==> src/rtl/gpc_pkg.sv <==
package gpc_pkg;
  typedef enum logic [1:0] {
    SP_SECURE    = 2'd0,
    SP_NONSECURE = 2'd1,
    SP_ROOT      = 2'd2,
    SP_REALM     = 2'd3
  } space_e;

  typedef enum logic [1:0] {
    FLT_NONE = 2'd0,
    FLT_FAIL = 2'd1,
    FLT_SIZE = 2'd2,
    FLT_WALK = 2'd3
  } fault_e;

  localparam int CTRL_W       = 16;
  localparam int BIT_SEC_OFF  = 0;
  localparam int BIT_NS_OFF   = 1;
  localparam int BIT_RLM_OFF  = 2;
  localparam int BIT_EXEMPT   = 3;
  localparam int BIT_NSONLY   = 4;
  localparam int L0_LO        = 8;
  localparam int L0_FIELD_W   = 4;
  localparam int L0_BASE      = 30;
  localparam int L0_W         = 6;
  localparam int NUM_SPACES   = 4;

  typedef struct packed {
    logic   spaceOff;
    logic   addrOut;
    logic   outExempt;
    logic   baseOut;
    fault_e gpiVerdict;
  } flags_t;

  typedef struct packed {
    logic   load;
    fault_e fault;
  } strobe_t;
endpackage

==> src/rtl/gpc_datapath.sv <==
module gpc_datapath
  import gpc_pkg::*;
#(
  parameter int PA_W = 48,
  parameter int GRANULE_SHIFT = 12,
  localparam int BASE_W = PA_W - GRANULE_SHIFT
) (
  input  logic              clk,
  input  logic              rstN,
  input  logic [PA_W-1:0]   reqAddr,
  input  logic [1:0]        reqSpace,
  input  logic [1:0]        reqSecState,
  input  logic [CTRL_W-1:0] ctrlReg,
  input  logic [BASE_W-1:0] tableBase,
  input  logic [PA_W-1:0]   ppsMask,
  input  logic              secEl2Present,
  input  logic [3:0]        gpi,
  input  strobe_t           strobe,
  output flags_t            flags,
  output logic              rspValid,
  output logic [1:0]        rspFault,
  output logic [L0_W-1:0]   rspL0Size
);
  logic [NUM_SPACES-1:0] disableVec;
  logic [PA_W-1:0]       baseAddr;
  fault_e                gpiVerdict;
  space_e                tgtSpace;
  space_e                srcState;

  assign tgtSpace = space_e'(reqSpace);
  assign srcState = space_e'(reqSecState);
  assign baseAddr = {tableBase, {GRANULE_SHIFT{1'b0}}};

  for (genvar s = 0; s < NUM_SPACES; s++) begin : g_disable
    if (s == int'(SP_SECURE)) begin : g_sec
      assign disableVec[s] = ctrlReg[BIT_SEC_OFF];
    end else if (s == int'(SP_NONSECURE)) begin : g_ns
      assign disableVec[s] = ctrlReg[BIT_NS_OFF];
    end else if (s == int'(SP_REALM)) begin : g_rlm
      assign disableVec[s] = ctrlReg[BIT_RLM_OFF];
    end else begin : g_root
      assign disableVec[s] = 1'b0;
    end
  end

  always_comb begin
    gpiVerdict = FLT_WALK;
    unique case (gpi)
      4'b1111: gpiVerdict = FLT_NONE;
      4'b1000: begin
        if (!secEl2Present) gpiVerdict = FLT_WALK;
        else gpiVerdict = (reqSpace == gpi[1:0]) ? FLT_NONE : FLT_FAIL;
      end
      4'b1001, 4'b1010, 4'b1011:
        gpiVerdict = (reqSpace == gpi[1:0]) ? FLT_NONE : FLT_FAIL;
      4'b1101: begin
        if (!ctrlReg[BIT_NSONLY]) gpiVerdict = FLT_WALK;
        else if (tgtSpace == SP_NONSECURE &&
                 (srcState == SP_NONSECURE || srcState == SP_ROOT))
          gpiVerdict = FLT_NONE;
        else gpiVerdict = FLT_FAIL;
      end
      default: gpiVerdict = FLT_WALK;
    endcase
  end

  assign flags.spaceOff   = disableVec[reqSpace];
  assign flags.addrOut    = |(reqAddr & ~ppsMask);
  assign flags.outExempt  = (tgtSpace == SP_NONSECURE) || ctrlReg[BIT_EXEMPT];
  assign flags.baseOut    = |(baseAddr & ~ppsMask);
  assign flags.gpiVerdict = gpiVerdict;

  always_ff @(posedge clk or negedge rstN) begin
    if (!rstN) begin
      rspValid  <= 1'b0;
      rspFault  <= FLT_NONE;
      rspL0Size <= '0;
    end else begin
      rspValid <= strobe.load;
      if (strobe.load) begin
        rspFault  <= strobe.fault;
        rspL0Size <= L0_W'(L0_BASE) + L0_W'(ctrlReg[L0_LO +: L0_FIELD_W]);
      end
    end
  end

  assert_hold_idle_R2: assert property (@(posedge clk) disable iff (!rstN)
    !strobe.load |=> ($stable(rspFault) && $stable(rspL0Size)));
endmodule

==> src/rtl/gpc_ctrl.sv <==
module gpc_ctrl
  import gpc_pkg::*;
(
  input  logic    reqValid,
  input  flags_t  flags,
  output strobe_t strobe
);
  always_comb begin
    strobe.load = reqValid;
    if (flags.spaceOff)
      strobe.fault = FLT_FAIL;
    else if (flags.addrOut)
      strobe.fault = flags.outExempt ? FLT_NONE : FLT_FAIL;
    else if (flags.baseOut)
      strobe.fault = FLT_SIZE;
    else
      strobe.fault = flags.gpiVerdict;
  end
endmodule

==> src/rtl/gpc_unit.sv <==
module gpc_unit
  import gpc_pkg::*;
#(
  parameter int PA_W = 48,
  parameter int GRANULE_SHIFT = 12,
  localparam int BASE_W = PA_W - GRANULE_SHIFT
) (
  input  logic              clk,
  input  logic              rstN,
  input  logic              reqValid,
  input  logic [PA_W-1:0]   reqAddr,
  input  logic [1:0]        reqSpace,
  input  logic [1:0]        reqSecState,
  input  logic [15:0]       ctrlReg,
  input  logic [BASE_W-1:0] tableBase,
  input  logic [PA_W-1:0]   ppsMask,
  input  logic              secEl2Present,
  input  logic [3:0]        gpi,
  output logic              rspValid,
  output logic [1:0]        rspFault,
  output logic [5:0]        rspL0Size
);
  flags_t  flags;
  strobe_t strobe;

  gpc_datapath #(.PA_W(PA_W), .GRANULE_SHIFT(GRANULE_SHIFT)) i_datapath (
    .clk(clk), .rstN(rstN), .reqAddr(reqAddr), .reqSpace(reqSpace),
    .reqSecState(reqSecState), .ctrlReg(ctrlReg), .tableBase(tableBase),
    .ppsMask(ppsMask), .secEl2Present(secEl2Present), .gpi(gpi),
    .strobe(strobe), .flags(flags), .rspValid(rspValid),
    .rspFault(rspFault), .rspL0Size(rspL0Size)
  );

  gpc_ctrl i_ctrl (.reqValid(reqValid), .flags(flags), .strobe(strobe));

  assert_valid_follows_R2: assert property (@(posedge clk) disable iff (!rstN)
    reqValid |=> rspValid);
  assert_valid_idle_R2: assert property (@(posedge clk) disable iff (!rstN)
    !reqValid |=> !rspValid);
  assert_sec_disable_R3: assert property (@(posedge clk) disable iff (!rstN)
    (reqValid && reqSpace == 2'd0 && ctrlReg[0]) |=> rspFault == 2'd1);
  assert_ns_outside_pass_R4: assert property (@(posedge clk) disable iff (!rstN)
    (reqValid && reqSpace == 2'd1 && !ctrlReg[1] && |(reqAddr & ~ppsMask))
      |=> rspFault == 2'd0);
  assert_root_all_access_R6: assert property (@(posedge clk) disable iff (!rstN)
    (reqValid && reqSpace == 2'd2 && gpi == 4'hF && !(|(reqAddr & ~ppsMask)) &&
     !(|({tableBase, {GRANULE_SHIFT{1'b0}}} & ~ppsMask))) |=> rspFault == 2'd0);
  assert_l0_size_R11: assert property (@(posedge clk) disable iff (!rstN)
    reqValid |=> rspL0Size == 6'd30 + 6'($past(ctrlReg[11:8])));
endmodule

==> config.mk <==
export PLATFORM = sky130hd
export DESIGN_NAME = gpc_unit
export DESIGN_NICKNAME = d
export VERILOG_FILES = /design/src/rtl/gpc_pkg.sv /design/src/rtl/gpc_datapath.sv /design/src/rtl/gpc_ctrl.sv /design/src/rtl/gpc_unit.sv
export SDC_FILE = /design/constraint.sdc
export NUM_CORES = 1
export LEC_CHECK = 0
export ABC_AREA = 1
export BUFFER_PORTS_ARGS = -buffer_cell sky130_fd_sc_hd__buf_2
export CAP_MARGIN = 30
export CELL_PAD_IN_SITES_DETAIL_PLACEMENT = 0
export CELL_PAD_IN_SITES_GLOBAL_PLACEMENT = 2
export CORE_MARGIN = 1.5
export CORE_UTILIZATION = 11
export DETAILED_ROUTE_END_ITERATION = 6
export HOLD_SLACK_MARGIN = 0.03
export PLACE_DENSITY = 0.79
export SLEW_MARGIN = 30
export SYNTH_ARGS = -nofsm -noshare
export SYNTH_HDL_FRONTEND = slang
export SYNTH_HIERARCHICAL = 1
export SYNTH_SLANG_ARGS = --single-unit
export TNS_END_PERCENT = 30
==> constraint.sdc <==
create_clock -name clk -period 0.8 [get_ports clk]
set_input_delay 0 -clock clk [delete_from_list [all_inputs] [get_ports clk]]
set_output_delay 0 -clock clk [all_outputs]
set_load 0.02 [all_outputs]
==> reports/qor.txt, run 1 <==
===============================================================================================
Row Count                                                                                    39
RSZ-0062 raised after global routing                                                       true
Clock Latency Late Sink                                                                  230 ps
Residual overflow from global routing                                                         0
Period minus WS final                                                                    857 ps
Area grow syn2layout                                                                      98.9%
Worst hold slack after final layout                                                     49.0 ps
Cell leakage power                                                                      1.67 nW
# IOs                                                                                       169
CP dominant cell by count                                                               nand2_1
Syn Nets                                                                                    442
Number of sinks handled by clock tree synthesis                                               9
Number of standard cells in the layout, taps in and fillers out                             594
DRC errors left                                                                               0
WP buf/inv                                                                                    3
Die Wd                                                                                   113 um
Most instantiated library cell after synthesis                                          nand2_1
Total via count after detailed routing                                                     2102
Max IR drop VDD                                                                        0.531 mV
Fraction of synthesis flops using an asynchronous set or reset pin                         1.00
Cell accounting for the most synthesized area                                           nand2_1
Number of buffers added by the clock tree synthesis step                                      3
Max-slew headroom at the worst pin                                                        0.807
Number of synthesized flops with an enable pin                                                0
Largest net degree at the start of global routing                                            12
Iteration-0 DRC count of the detailed router                                                 26
Core region area                                                                    0.0116 mm^2
Fraction of layout instances using a drive strength above 1                               0.497
Cell area after placement                                                          0.00233 mm^2
Result of the run                                                                  complete, but fails checks
Clock tree from TritonCTS                                                                  done
Type of element launching the critical path                                           input pin
Detailed Routing Iterations Pass 1                                                            4
Final period utilization                                                                   1.07
Final WL                                                                                6.03 mm
Family with the most delay on the worst path                                       simple AND/OR/NAND/NOR gates
Overall power of the completed layout                                                   2.44 mW
Placement Setup Slack                                                                   -503 ps
Via/cell ratio                                                                             3.54
Initial antenna violation count                                                               0
Syn Std Cell Area                                                                  0.00133 mm^2
Critical path, cell by cell                                                        buf_2 -> inv_2 -> nand2_2 -> nand2_2 -> nor2_1 -> nand2_1 -> nor2_2 -> nand3_2 -> inv_2 -> nand2_2 -> nand2_1 -> nand2_1 -> nand2_1 -> nand2_1
Share of total power consumed by net switching                                            0.301
Wire length of the first global-routing pass                                            9.41 mm
Sequential cell area fraction in the yosys report                                         0.169
Combinational Power Share                                                                 0.433
Arrival time at the worst endpoint                                                       980 ps
Filler Cells Inserted                                                                      1347
Peak Freq                                                                              1170 MHz
Worst min path class                                                                     in2reg
Area fraction of the dominant cell type after synthesis                                   0.414
Worst slew pin tran                                                                      290 ps
Worst path slowest cell                                                                  nor2_2
Most frequent cells after synthesis                                                147 x nand2_1, 60 x inv_1, 30 x nor2_1
Total count of max-transition violations in the final report                                  0
Cell count after placement                                                                  585
Clock Tree Buf Depth                                                                          2
Average wire per standard cell                                                          10.2 um
Cell chosen for the clock root                                                        clkbuf_16
Proportion of power drawn by flip-flops and latches                                       0.212
Longest individual stage delay on the worst path                                         160 ps
Synthesized instance count                                                                  280
Setup fix buffers added after clock tree synthesis                                            0
NumNets Final                                                                               614
Internal power                                                                          1.70 mW
Final setup violation count                                                                   2
Synthesis-stage register bit count                                                            9
Final Core Density                                                                        0.228
Clock input transition at the sequential cells of the worst setup and hold paths          40 ps
HPWL Detailed                                                                           5.53 mm
Avg Inst Size Synth                                                                   4.75 um^2
Hold violation total from the final report                                                    0
Floorplan die area                                                                  0.0128 mm^2
Crit path capture type                                                                 register
Warnings, synthesis                                                                           6
Antenna diode count                                                                           0
Global routing usage summed across all routing layers                                    0.0912
Antenna viol nets, final                                                                      0
Fin Setup TNS                                                                          -81.0 ps
Required time at the endpoint of the critical path                                       920 ps
Number of input and output port buffers inserted                                            161
Design Area, Final                                                                 0.00265 mm^2
Areal power density over the cells                                                  920 mW/mm^2
Initial Util                                                                              0.115
Max Clock Skew                                                                             0 ps
Violations in the final reports                                                    negative setup slack
Main flop type after synthesis                                                          dfrtp_1
Placer congestion estimate                                                                0.804
H-tree level count                                                                            1
Die Ht                                                                                   113 um
CP max FO                                                                                     2
Vias in the first global route                                                             2160
Synth area leaders                                                                 nand2_1 41%, dfrtp_1 17%, inv_1 17%
Psw                                                                                      733 uW
Worst Path Class, Setup                                                                  in2reg
Max Cap Violations                                                                            0
Worst Slack Setup Final                                                                -57.0 ps
Post-synth cell types                                                                        22
Relative contribution of the clock network to total power                                 0.355
===============================================================================================
worst register-to-register path, stage by stage (launching register included):
cell     delay (ps)
dfrtp_1         390
nand2_1          70
o21ai_0          70
cell type report:
type                    instances  area, um^2  share of cell area
multi-input cells             208         963               0.364
repair buffers                169         957               0.362
inverters                      61         244              0.0922
flip-flops and latches          9         225              0.0851
well taps                     143         179              0.0676
clock buffers                   4        78.8              0.0298
cell families (layout without fill, tap and decap cells):
group / Yosys count / count (layout) / share of synthesized area
buf+inv: 63 / 234 / 0.186
flops: 9 / 9 / 0.169
fa+ha+maj: 2 / 2 / 0.0188
xor+xnor: 1 / 1 / 0.00658
simple gates: 189 / 189 / 0.555
compound gates: 16 / 16 / 0.0649
metal layers:
metal,track usage,up-vias,part of all wire
li1,-,1154,-
met1,0.110,844,0.43
met2,0.166,96,0.48
met3,0.0166,8,0.071
met4,0.0242,0,0.015
met5,0,-,0
power by group through the flow:
| stage | combinational [mW] | clock (mW) | sequential (mW) |
|---|---|---|---|
| 2_1_floorplan | 0.357 | 0 | 0.565 |
| 3_3_place_gp | 0.934 | 0 | 0.518 |
| 3_5_place_dp | 0.935 | 0 | 0.521 |
| 4_1_cts | 0.983 | 0.880 | 0.516 |
| 5_1_grt | 1.20 | 0.910 | 0.523 |
| 6_report | 1.05 | 0.864 | 0.517 |
state kept, by name, summed over array words and instances (netlist names):
| signal | flops |
|---|---|
| i_datapath/rspFault | 2 |
| i_datapath/rspL0Size | 6 |
| i_datapath/rspValid | 1 |
path summary, 6_finish.rpt:
path	start	endpoint	slack, ps	cells after the start
worst min register to register	i_datapath/rspFault[1]	i_datapath/rspFault[1]	460	2
worst max-delay path	ppsMask[29]	i_datapath/rspFault[0]	-60	14
min in group asynchronous	rstN	i_datapath/rspL0Size[4]	150	2
worst min-delay path	ctrlReg[9]	i_datapath/rspL0Size[1]	50	4
max in group asynchronous	rstN	i_datapath/rspL0Size[2]	480	2
worst max register to register	i_datapath/rspL0Size[3]	i_datapath/rspL0Size[3]	130	2
timing repair:
item                                   4_1_cts  5_1_grt
hold buffers                                 5        0
pin swaps                                   12       42
setup endpoints to repair                    2        4
endpoints found under the hold margin       12        0
gates resized for setup                     16       56
cell usage in the layout, fill, tap and decap left out, types with 2 or more instances in the layout:
master           n
a21oi_1          2
buf_2          149
buf_4            2
buf_6           13
clkbuf_16        3
dfrtp_1          9
dlygate4sd3_1    5
ha_1             2
inv_1           43
inv_2           14
inv_4            3
nand2_1        128
nand2_2         19
nand3_1          2
nand3_2          2
nand4_1          3
nor2_1          18
nor2_2          12
o21ai_0          6
o21ai_1          3
o21ai_2          2
Power figures use the tool's default switching activity.
==> inputs of run 2 (changes only) <==
--- a/config.mk
+++ b/config.mk
@@ -5,7 +5,7 @@
 export SDC_FILE = /design/constraint.sdc
 export NUM_CORES = 1
 export LEC_CHECK = 0
-export ABC_AREA = 1
+export ABC_AREA = 0
 export BUFFER_PORTS_ARGS = -buffer_cell sky130_fd_sc_hd__buf_2
 export CAP_MARGIN = 30
 export CELL_PAD_IN_SITES_DETAIL_PLACEMENT = 0
@@ -14,7 +14,7 @@
 export CORE_UTILIZATION = 11
 export DETAILED_ROUTE_END_ITERATION = 6
 export HOLD_SLACK_MARGIN = 0.03
-export PLACE_DENSITY = 0.79
+export PLACE_DENSITY = 0.76
 export SLEW_MARGIN = 30
 export SYNTH_ARGS = -nofsm -noshare
 export SYNTH_HDL_FRONTEND = slang
==> run 2 against run 1 <==
The flow finishes with violations (negative hold slack, negative setup slack). Register-to-register slack worse by 80 ps. Total power down 16%. Sequential cell count stayed put. Maximum frequency decreased by 46%. Die area fell by 9.2%. Worst setup slack worse by 720 ps. Area after synthesis decreased by 9.5%. Sequential share of layout area increased by 0.58 points. Clock skew stayed put. Critical path type unchanged. Critical endpoint unchanged. Largest cell class is now buffers.
==> reports/qor.txt, run 2 <==
===============================================================================================
Register containing the most flip-flops in the final layout                        i_datapath/rspL0Size
Warnings, synthesis                                                                           6
Fraction of synthesis flops using an asynchronous set or reset pin                         1.00
Via/cell ratio                                                                             3.69
Post-synth cell types                                                                        33
Clock input transition at the sequential cells of the worst setup and hold paths          50 ps
Core region area                                                                    0.0107 mm^2
Final WL                                                                                6.06 mm
Area fraction of the dominant cell type after synthesis                                   0.187
Fraction of layout instances using a drive strength above 1                               0.549
Initial antenna violation count                                                               1
Fin Setup TNS                                                                          -1390 ps
Antenna diode count                                                                           0
Total via count after detailed routing                                                     1860
Final period utilization                                                                   1.97
Floorplan die area                                                                  0.0116 mm^2
Final Core Density                                                                        0.231
Design Area, Final                                                                 0.00248 mm^2
Avg Inst Size Synth                                                                   7.05 um^2
CP max FO                                                                                     2
# IOs                                                                                       169
Post-synthesis share of cell area spent on xor and xnor gates                            0.0145
Post-synthesis adder-cell area fraction                                                  0.0208
Initial Util                                                                              0.112
Placement Setup Slack                                                                  -1120 ps
Type of element launching the critical path                                           input pin
Number of sinks handled by clock tree synthesis                                               9
Clock Tree Buf Depth                                                                          2
Max Clock Skew                                                                             0 ps
Worst hold slack after final layout                                                    -9.80 ps
Crit path capture type                                                                 register
Detailed Routing Iterations Pass 1                                                            4
Hold violation total from the final report                                                    1
Global routing usage summed across all routing layers                                    0.0996
Dominant combinational cell family by area after synthesis                         simple AND/OR/NAND/NOR gates
Max Cap Violations                                                                            0
Worst slew pin tran                                                                      372 ps
H-tree level count                                                                            1
Vias in the first global route                                                             2016
Average wire per standard cell                                                          12.0 um
Overall power of the completed layout                                                   2.05 mW
NumNets Final                                                                               527
Final setup violation count                                                                   2
Die Ht                                                                                   108 um
Areal power density over the cells                                                  827 mW/mm^2
Sequential cell area fraction in the yosys report                                         0.187
Share of synthesized area spent on multiplexers                                          0.0613
Filler Cells Inserted                                                                      1247
Multi-input combinational cell area                                                    820 um^2
Max-slew headroom at the worst pin                                                        0.752
Cell area after placement                                                          0.00238 mm^2
Antenna viol nets, final                                                                      0
Arrival time at the worst endpoint                                                      1690 ps
Cell count after placement                                                                  498
Iteration-0 DRC count of the detailed router                                                 27
Synthesis-stage register bit count                                                            9
Period minus WS final                                                                   1570 ps
Synth area leaders                                                                 dfrtp_1 19%, nand2b_1 18%, inv_1 15%
Main flop type after synthesis                                                          dfrtp_1
Syn Nets                                                                                    333
Required time at the endpoint of the critical path                                       910 ps
Number of input and output port buffers inserted                                            161
Largest net degree at the start of global routing                                            10
Area grow syn2layout                                                                       106%
DRC errors left                                                                               0
Residual overflow from global routing                                                         0
Wire length of the first global-routing pass                                            9.10 mm
Max IR drop VDD                                                                        0.476 mV
Most frequent cells after synthesis                                                47 x inv_1, 34 x nand2b_1, 12 x o22ai_1
Post-synthesis share of cell area spent on and, or, nand and nor gates                    0.324
Total count of max-transition violations in the final report                                  0
Cell accounting for the most synthesized area                                           dfrtp_1
Flip-flop count of the largest register, all copies and words added                           6
Number of synthesized flops with an enable pin                                                0
Cell leakage power                                                                      1.42 nW
Register-to-register path setup slack                                                     50 ps
Clock Latency Late Sink                                                                  230 ps
Syn Std Cell Area                                                                  0.00120 mm^2
Hold buffer count at cts                                                                      2
Most instantiated library cell after synthesis                                            inv_1
HPWL Detailed                                                                           5.59 mm
Commonest cells after routing, fill and taps aside                                 161 x buf_2, 47 x inv_1, 34 x nand2b_1
Die Wd                                                                                   108 um
Worst Path Class, Setup                                                                  in2reg
Number of buffers added by the clock tree synthesis step                                      3
RSZ-0062 raised after global routing                                                       true
Violations in the final reports                                                    negative hold slack, negative setup slack
Cell chosen for the clock root                                                         clkbuf_8
Peak Freq                                                                               635 MHz
Worst min path class                                                                     in2reg
Synthesized instance count                                                                  171
Result of the run                                                                  complete, but fails checks
Clock tree from TritonCTS                                                                  done
Row Count                                                                                    38
Sequential cell area in the final layout                                               225 um^2
Worst Slack Setup Final                                                                 -774 ps
Compound-gate portion of the synthesized area                                             0.237
Placer congestion estimate                                                                0.868
Number of standard cells in the layout, taps in and fillers out                             504
Most common cell after layout, fill and taps aside                                        buf_2
Largest registers ranked by flip-flop count                                        i_datapath/rspL0Size: 6 flops, i_datapath/rspFault: 2 flops, i_datapath/rspValid: 1 flops
===============================================================================================
[run 2: cell count changes in the layout (fill, tap and decap cells not counted), sizes merged, moves of 4 or more]
cell,change
mux2i,+4
nor2,-26
o2111ai,+11
nor4,+5
buf,+25
nand2b,+34
nand2,-146
dlygate4sd3,-4
o22ai,+11
nor2b,+10
o21ai,-8
inv,-14
[run 2: where the power goes]
group / internal, mW / total [mW] / switching [mW]
registers: 0.497 / 0.518 / 0.0208
clock network: 0.348 / 0.529 / 0.182
logic: 0.570 / 1.00 / 0.434
[run 2: cells by family after synthesis]
group                      count (synthesis)
and+or+nand+nor                           65
adders and majority gates                  2
DFF                                        9
buffers and inverters                     49
xor gates and xnor gates                   2
muxes                                      7
AOI/OAI and AO/OA                         37
[run 2: final timing paths]
kind	depth (start not counted)	to	from
max	8	i_datapath/rspFault[0]	reqAddr[37]
min	2	i_datapath/rspL0Size[4]	ctrlReg[10]
max reg2reg	1	i_datapath/rspFault[0]	i_datapath/rspFault[0]
min reg2reg	1	i_datapath/rspFault[0]	i_datapath/rspFault[0]
max in group asynchronous	2	i_datapath/rspL0Size[0]	rstN
min in group asynchronous	2	i_datapath/rspFault[1]	rstN
[run 2: final cells by class]
type | instances | area share
clock buffers | 4 | 0.0182
inverters | 47 | 0.0711
multi-input cells | 113 | 0.330
flip-flops and latches | 9 | 0.0908
well taps | 140 | 0.0706
repair buffers | 191 | 0.419
[run 2: routing by layer]
layer  share of wire  vias up  routed length [um]  track usage
li1                -      970                   -            -
met4               0        2                   0       0.0141
met5          0.0021        -                  13            0
met3           0.056        2                 340      0.00908
met2            0.51       73                3070        0.192
met1            0.44      813                2640        0.120
[run 2: critical path, cell delays in order]
cell and delay (ps):
buf_2 90, nor2b_1 120, a2111o_1 400, nor4_2 190, buf_4 150, nand4_1 120, a221o_1 350, mux2_4 250
[run 2: repair_timing]
action,CTS,global route
endpoints found under the setup margin,2,3
endpoints found under the hold margin,11,1
pin swaps,1,0
gates resized for setup,4,3
setup buffers,0,0
gates cloned,0,0
==> inputs of run 3 (changes only) <==
--- a/config.mk
+++ b/config.mk
@@ -18,6 +18,5 @@
 export SLEW_MARGIN = 30
 export SYNTH_ARGS = -nofsm -noshare
 export SYNTH_HDL_FRONTEND = slang
-export SYNTH_HIERARCHICAL = 1
 export SYNTH_SLANG_ARGS = --single-unit
 export TNS_END_PERCENT = 30
==> run 3 against run 2 <==
The flow still finishes with violations (negative hold slack, negative setup slack). Area after synthesis down 0.10%. Sequential power about the same. Via count up 5.3%. Sequential cell count unchanged. Critical path depth unchanged. Register-to-register slack about the same. First-iteration DRC count up 67%. Synthesized cell count unchanged. Combinational power up 18%. Clock power up 3%.
==> reports/qor.txt, run 3 <==
===============================================================================================
Result of the run                                                                  complete, but fails checks
Violations in the final reports                                                    negative hold slack, negative setup slack
Final Core Density                                                                        0.256
Worst min-delay path startpoint                                                     ctrlReg[11]
Areal power density over the cells                                                  819 mW/mm^2
H-tree level count                                                                            1
DRC errors left                                                                               0
Detailed Routing Iterations Pass 1                                                            4
Worst min path class                                                                     in2reg
Post-synth cell types                                                                        33
Arrival time at the worst endpoint                                                      1330 ps
Flip-flop count of the largest register, all copies and words added                           6
Syn Nets                                                                                    333
Fraction of layout instances using a drive strength above 1                               0.597
# IOs                                                                                       169
Final setup violation count                                                                   2
Synthesized instance count                                                                  171
Most instantiated library cell after synthesis                                            inv_1
Register containing the most flip-flops in the final layout                        i_datapath.rspL0Size
Largest registers ranked by flip-flop count                                        i_datapath.rspL0Size: 6 flops, i_datapath.rspFault: 2 flops, i_datapath.rspValid: 1 flops
Final WL                                                                                6.46 mm
Fin Setup TNS                                                                           -654 ps
Clock input transition at the sequential cells of the worst setup and hold paths          50 ps
Final period utilization                                                                   1.46
Area grow syn2layout                                                                       128%
Placer congestion estimate                                                                0.842
Die Ht                                                                                   108 um
Commonest cells after routing, fill and taps aside                                 153 x buf_2, 47 x inv_1, 35 x buf_4
Max IR drop VDD                                                                        0.654 mV
Fraction of synthesis flops using an asynchronous set or reset pin                         1.00
Overall power of the completed layout                                                   2.25 mW
Floorplan die area                                                                  0.0116 mm^2
Peak Freq                                                                               856 MHz
Avg Inst Size Synth                                                                   7.04 um^2
Via/cell ratio                                                                             3.84
Initial antenna violation count                                                               0
Sequential cell area fraction in the yosys report                                         0.187
Register-to-register path setup slack                                                     60 ps
Cell accounting for the most synthesized area                                          nand2b_1
Cell chosen for the clock root                                                         clkbuf_8
Critical path, cell by cell                                                        buf_2 -> nand2b_4 -> o2111ai_4 -> nor4_4 -> buf_4 -> nand4_1 -> a211o_1 -> a21oi_2
Average wire per standard cell                                                          12.7 um
RSZ-0062 raised after global routing                                                       true
Type of element launching the critical path                                           input pin
Worst Path Class, Setup                                                                  in2reg
R2R Path Start                                                                     i_datapath.rspL0Size[0]
Number of sinks handled by clock tree synthesis                                               9
Vias in the first global route                                                             2011
HPWL Detailed                                                                           5.82 mm
Synth area leaders                                                                 nand2b_1 21%, dfrtp_1 19%, inv_1 15%
Most frequent cells after synthesis                                                47 x inv_1, 40 x nand2b_1, 13 x o2111ai_1, 13 x o22ai_1, 9 x dfrtp_1
Wire length of the first global-routing pass                                            9.36 mm
Endpoint of the worst-slack reg-to-reg timing path                                 i_datapath.rspL0Size[0]
Worst reg2reg path depth                                                                      1
Worst hold slack after final layout                                                    -15.4 ps
Max Cap Violations                                                                            0
Placement Setup Slack                                                                   -749 ps
Core region area                                                                    0.0107 mm^2
Largest net degree at the start of global routing                                            10
Hold violation total from the final report                                                    1
Total via count after detailed routing                                                     1958
Max Clock Skew                                                                             0 ps
Antenna viol nets, final                                                                      0
Number of input and output port buffers inserted                                            161
Max-slew headroom at the worst pin                                                        0.752
Die Wd                                                                                   108 um
Hold buffer count at cts                                                                      2
Warnings, synthesis                                                                           0
Iteration-0 DRC count of the detailed router                                                 45
Residual overflow from global routing                                                         0
Global routing usage summed across all routing layers                                     0.106
Number of synthesized flops with an enable pin                                                0
Main flop type after synthesis                                                          dfrtp_1
Synthesis-stage register bit count                                                            9
Required time at the endpoint of the critical path                                       960 ps
Longest individual stage delay on the worst path                                         300 ps
Initial Util                                                                              0.112
NumNets Final                                                                               533
Clock Tree Buf Depth                                                                          2
Worst Slack Setup Final                                                                 -369 ps
Number of buffers added by the clock tree synthesis step                                      3
Most common cell after layout, fill and taps aside                                        buf_2
Period minus WS final                                                                   1170 ps
Area fraction of the dominant cell type after synthesis                                   0.208
Clock Latency Late Sink                                                                  230 ps
Row Count                                                                                    38
Worst Hold End                                                                     i_datapath.rspL0Size[4]
Worst slew pin tran                                                                      371 ps
Hold path cells                                                                               2
CP max FO                                                                                     3
Crit path capture type                                                                 register
Clock tree from TritonCTS                                                                  done
Syn Std Cell Area                                                                  0.00120 mm^2
Cell leakage power                                                                      1.50 nW
Total count of max-transition violations in the final report                                  0
Antenna diode count                                                                           0
Worst path slowest cell                                                                  nor4_4
===============================================================================================
==> run 3: cell types whose count changed after synthesis, sizes merged, moves of 2 or more <==
cell / delta
o2111ai: +2
clkinv: +2
nor2b: -5
a21oi: +2
o21ai: -2
nand2b: +6
mux2: -2
a2111o: -2
==> run 3: metrics by stage <==
step	std cells	instance area, um^2
global placement	504	2430
global route	510	2750
finish	510	2750
CTS	510	2540
floorplan	171	1200
detailed placement	504	2430
==> run 3: worst max-delay path by stage <==
stage	to	from	slack, ps
CTS	i_datapath.rspFault[0]	tableBase[6]	-420
global placement	i_datapath.rspFault[0]	ppsMask[20]	-790
finish	i_datapath.rspFault[0]	ppsMask[32]	-370
detailed placement	i_datapath.rspFault[0]	ppsMask[29]	-750
floorplan	i_datapath.rspFault[0]	tableBase[6]	-360
global route	i_datapath.rspFault[0]	ppsMask[47]	-490
==> run 3: routing by layer <==
layer  vias up  share of wire  GRT usage
met5         -              0          0
met4         0         0.0085     0.0113
met3         6           0.11     0.0345
met2       100           0.50      0.202
met1       868           0.38      0.117
li1        984              -          -
==> run 3: cell type report <==
type,instances,area (um^2)
Tap cell,140,175
Clock buffer,3,41.3
Multi-Input combinational cell,112,1000
Fill cell,1219,8000
Clock inverter,1,5.00
Timing Repair Buffer,196,1120
Inverter,49,184
Sequential cell,9,225
==> run 3: report_power, final <==
group,switching [mW],internal [mW]
combinational,0.520,0.665
sequential,0.0243,0.495
clock,0.203,0.342
total,0.748,1.50
==> run 3: critical path: cells and delay by family <==
| kind | cells | cell delay (ps) |
|---|---|---|
| buffers and inverters | 2 | 230 |
| AO/OA/AOI/OAI | 3 | 510 |
| AND/OR/NAND/NOR | 3 | 580 |
==> run 3: cell families after synthesis <==
| logic type | synth area share |
|---|---|
| xor gates and xnor gates | 0.0146 |
| muxes | 0.0426 |
| adders and majority gates | 0.0208 |
| buffers and inverters | 0.156 |
| and+or+nand+nor | 0.328 |
| DFF | 0.187 |
| AOI/OAI and AO/OA | 0.251 |
==> run 3: what timing repair did <==
item	4_1_cts	5_1_grt
gates resized for setup	9	32
hold endpoints to repair	11	1
pin swaps	5	4
buffers inserted	0	0
setup endpoints to repair	2	10
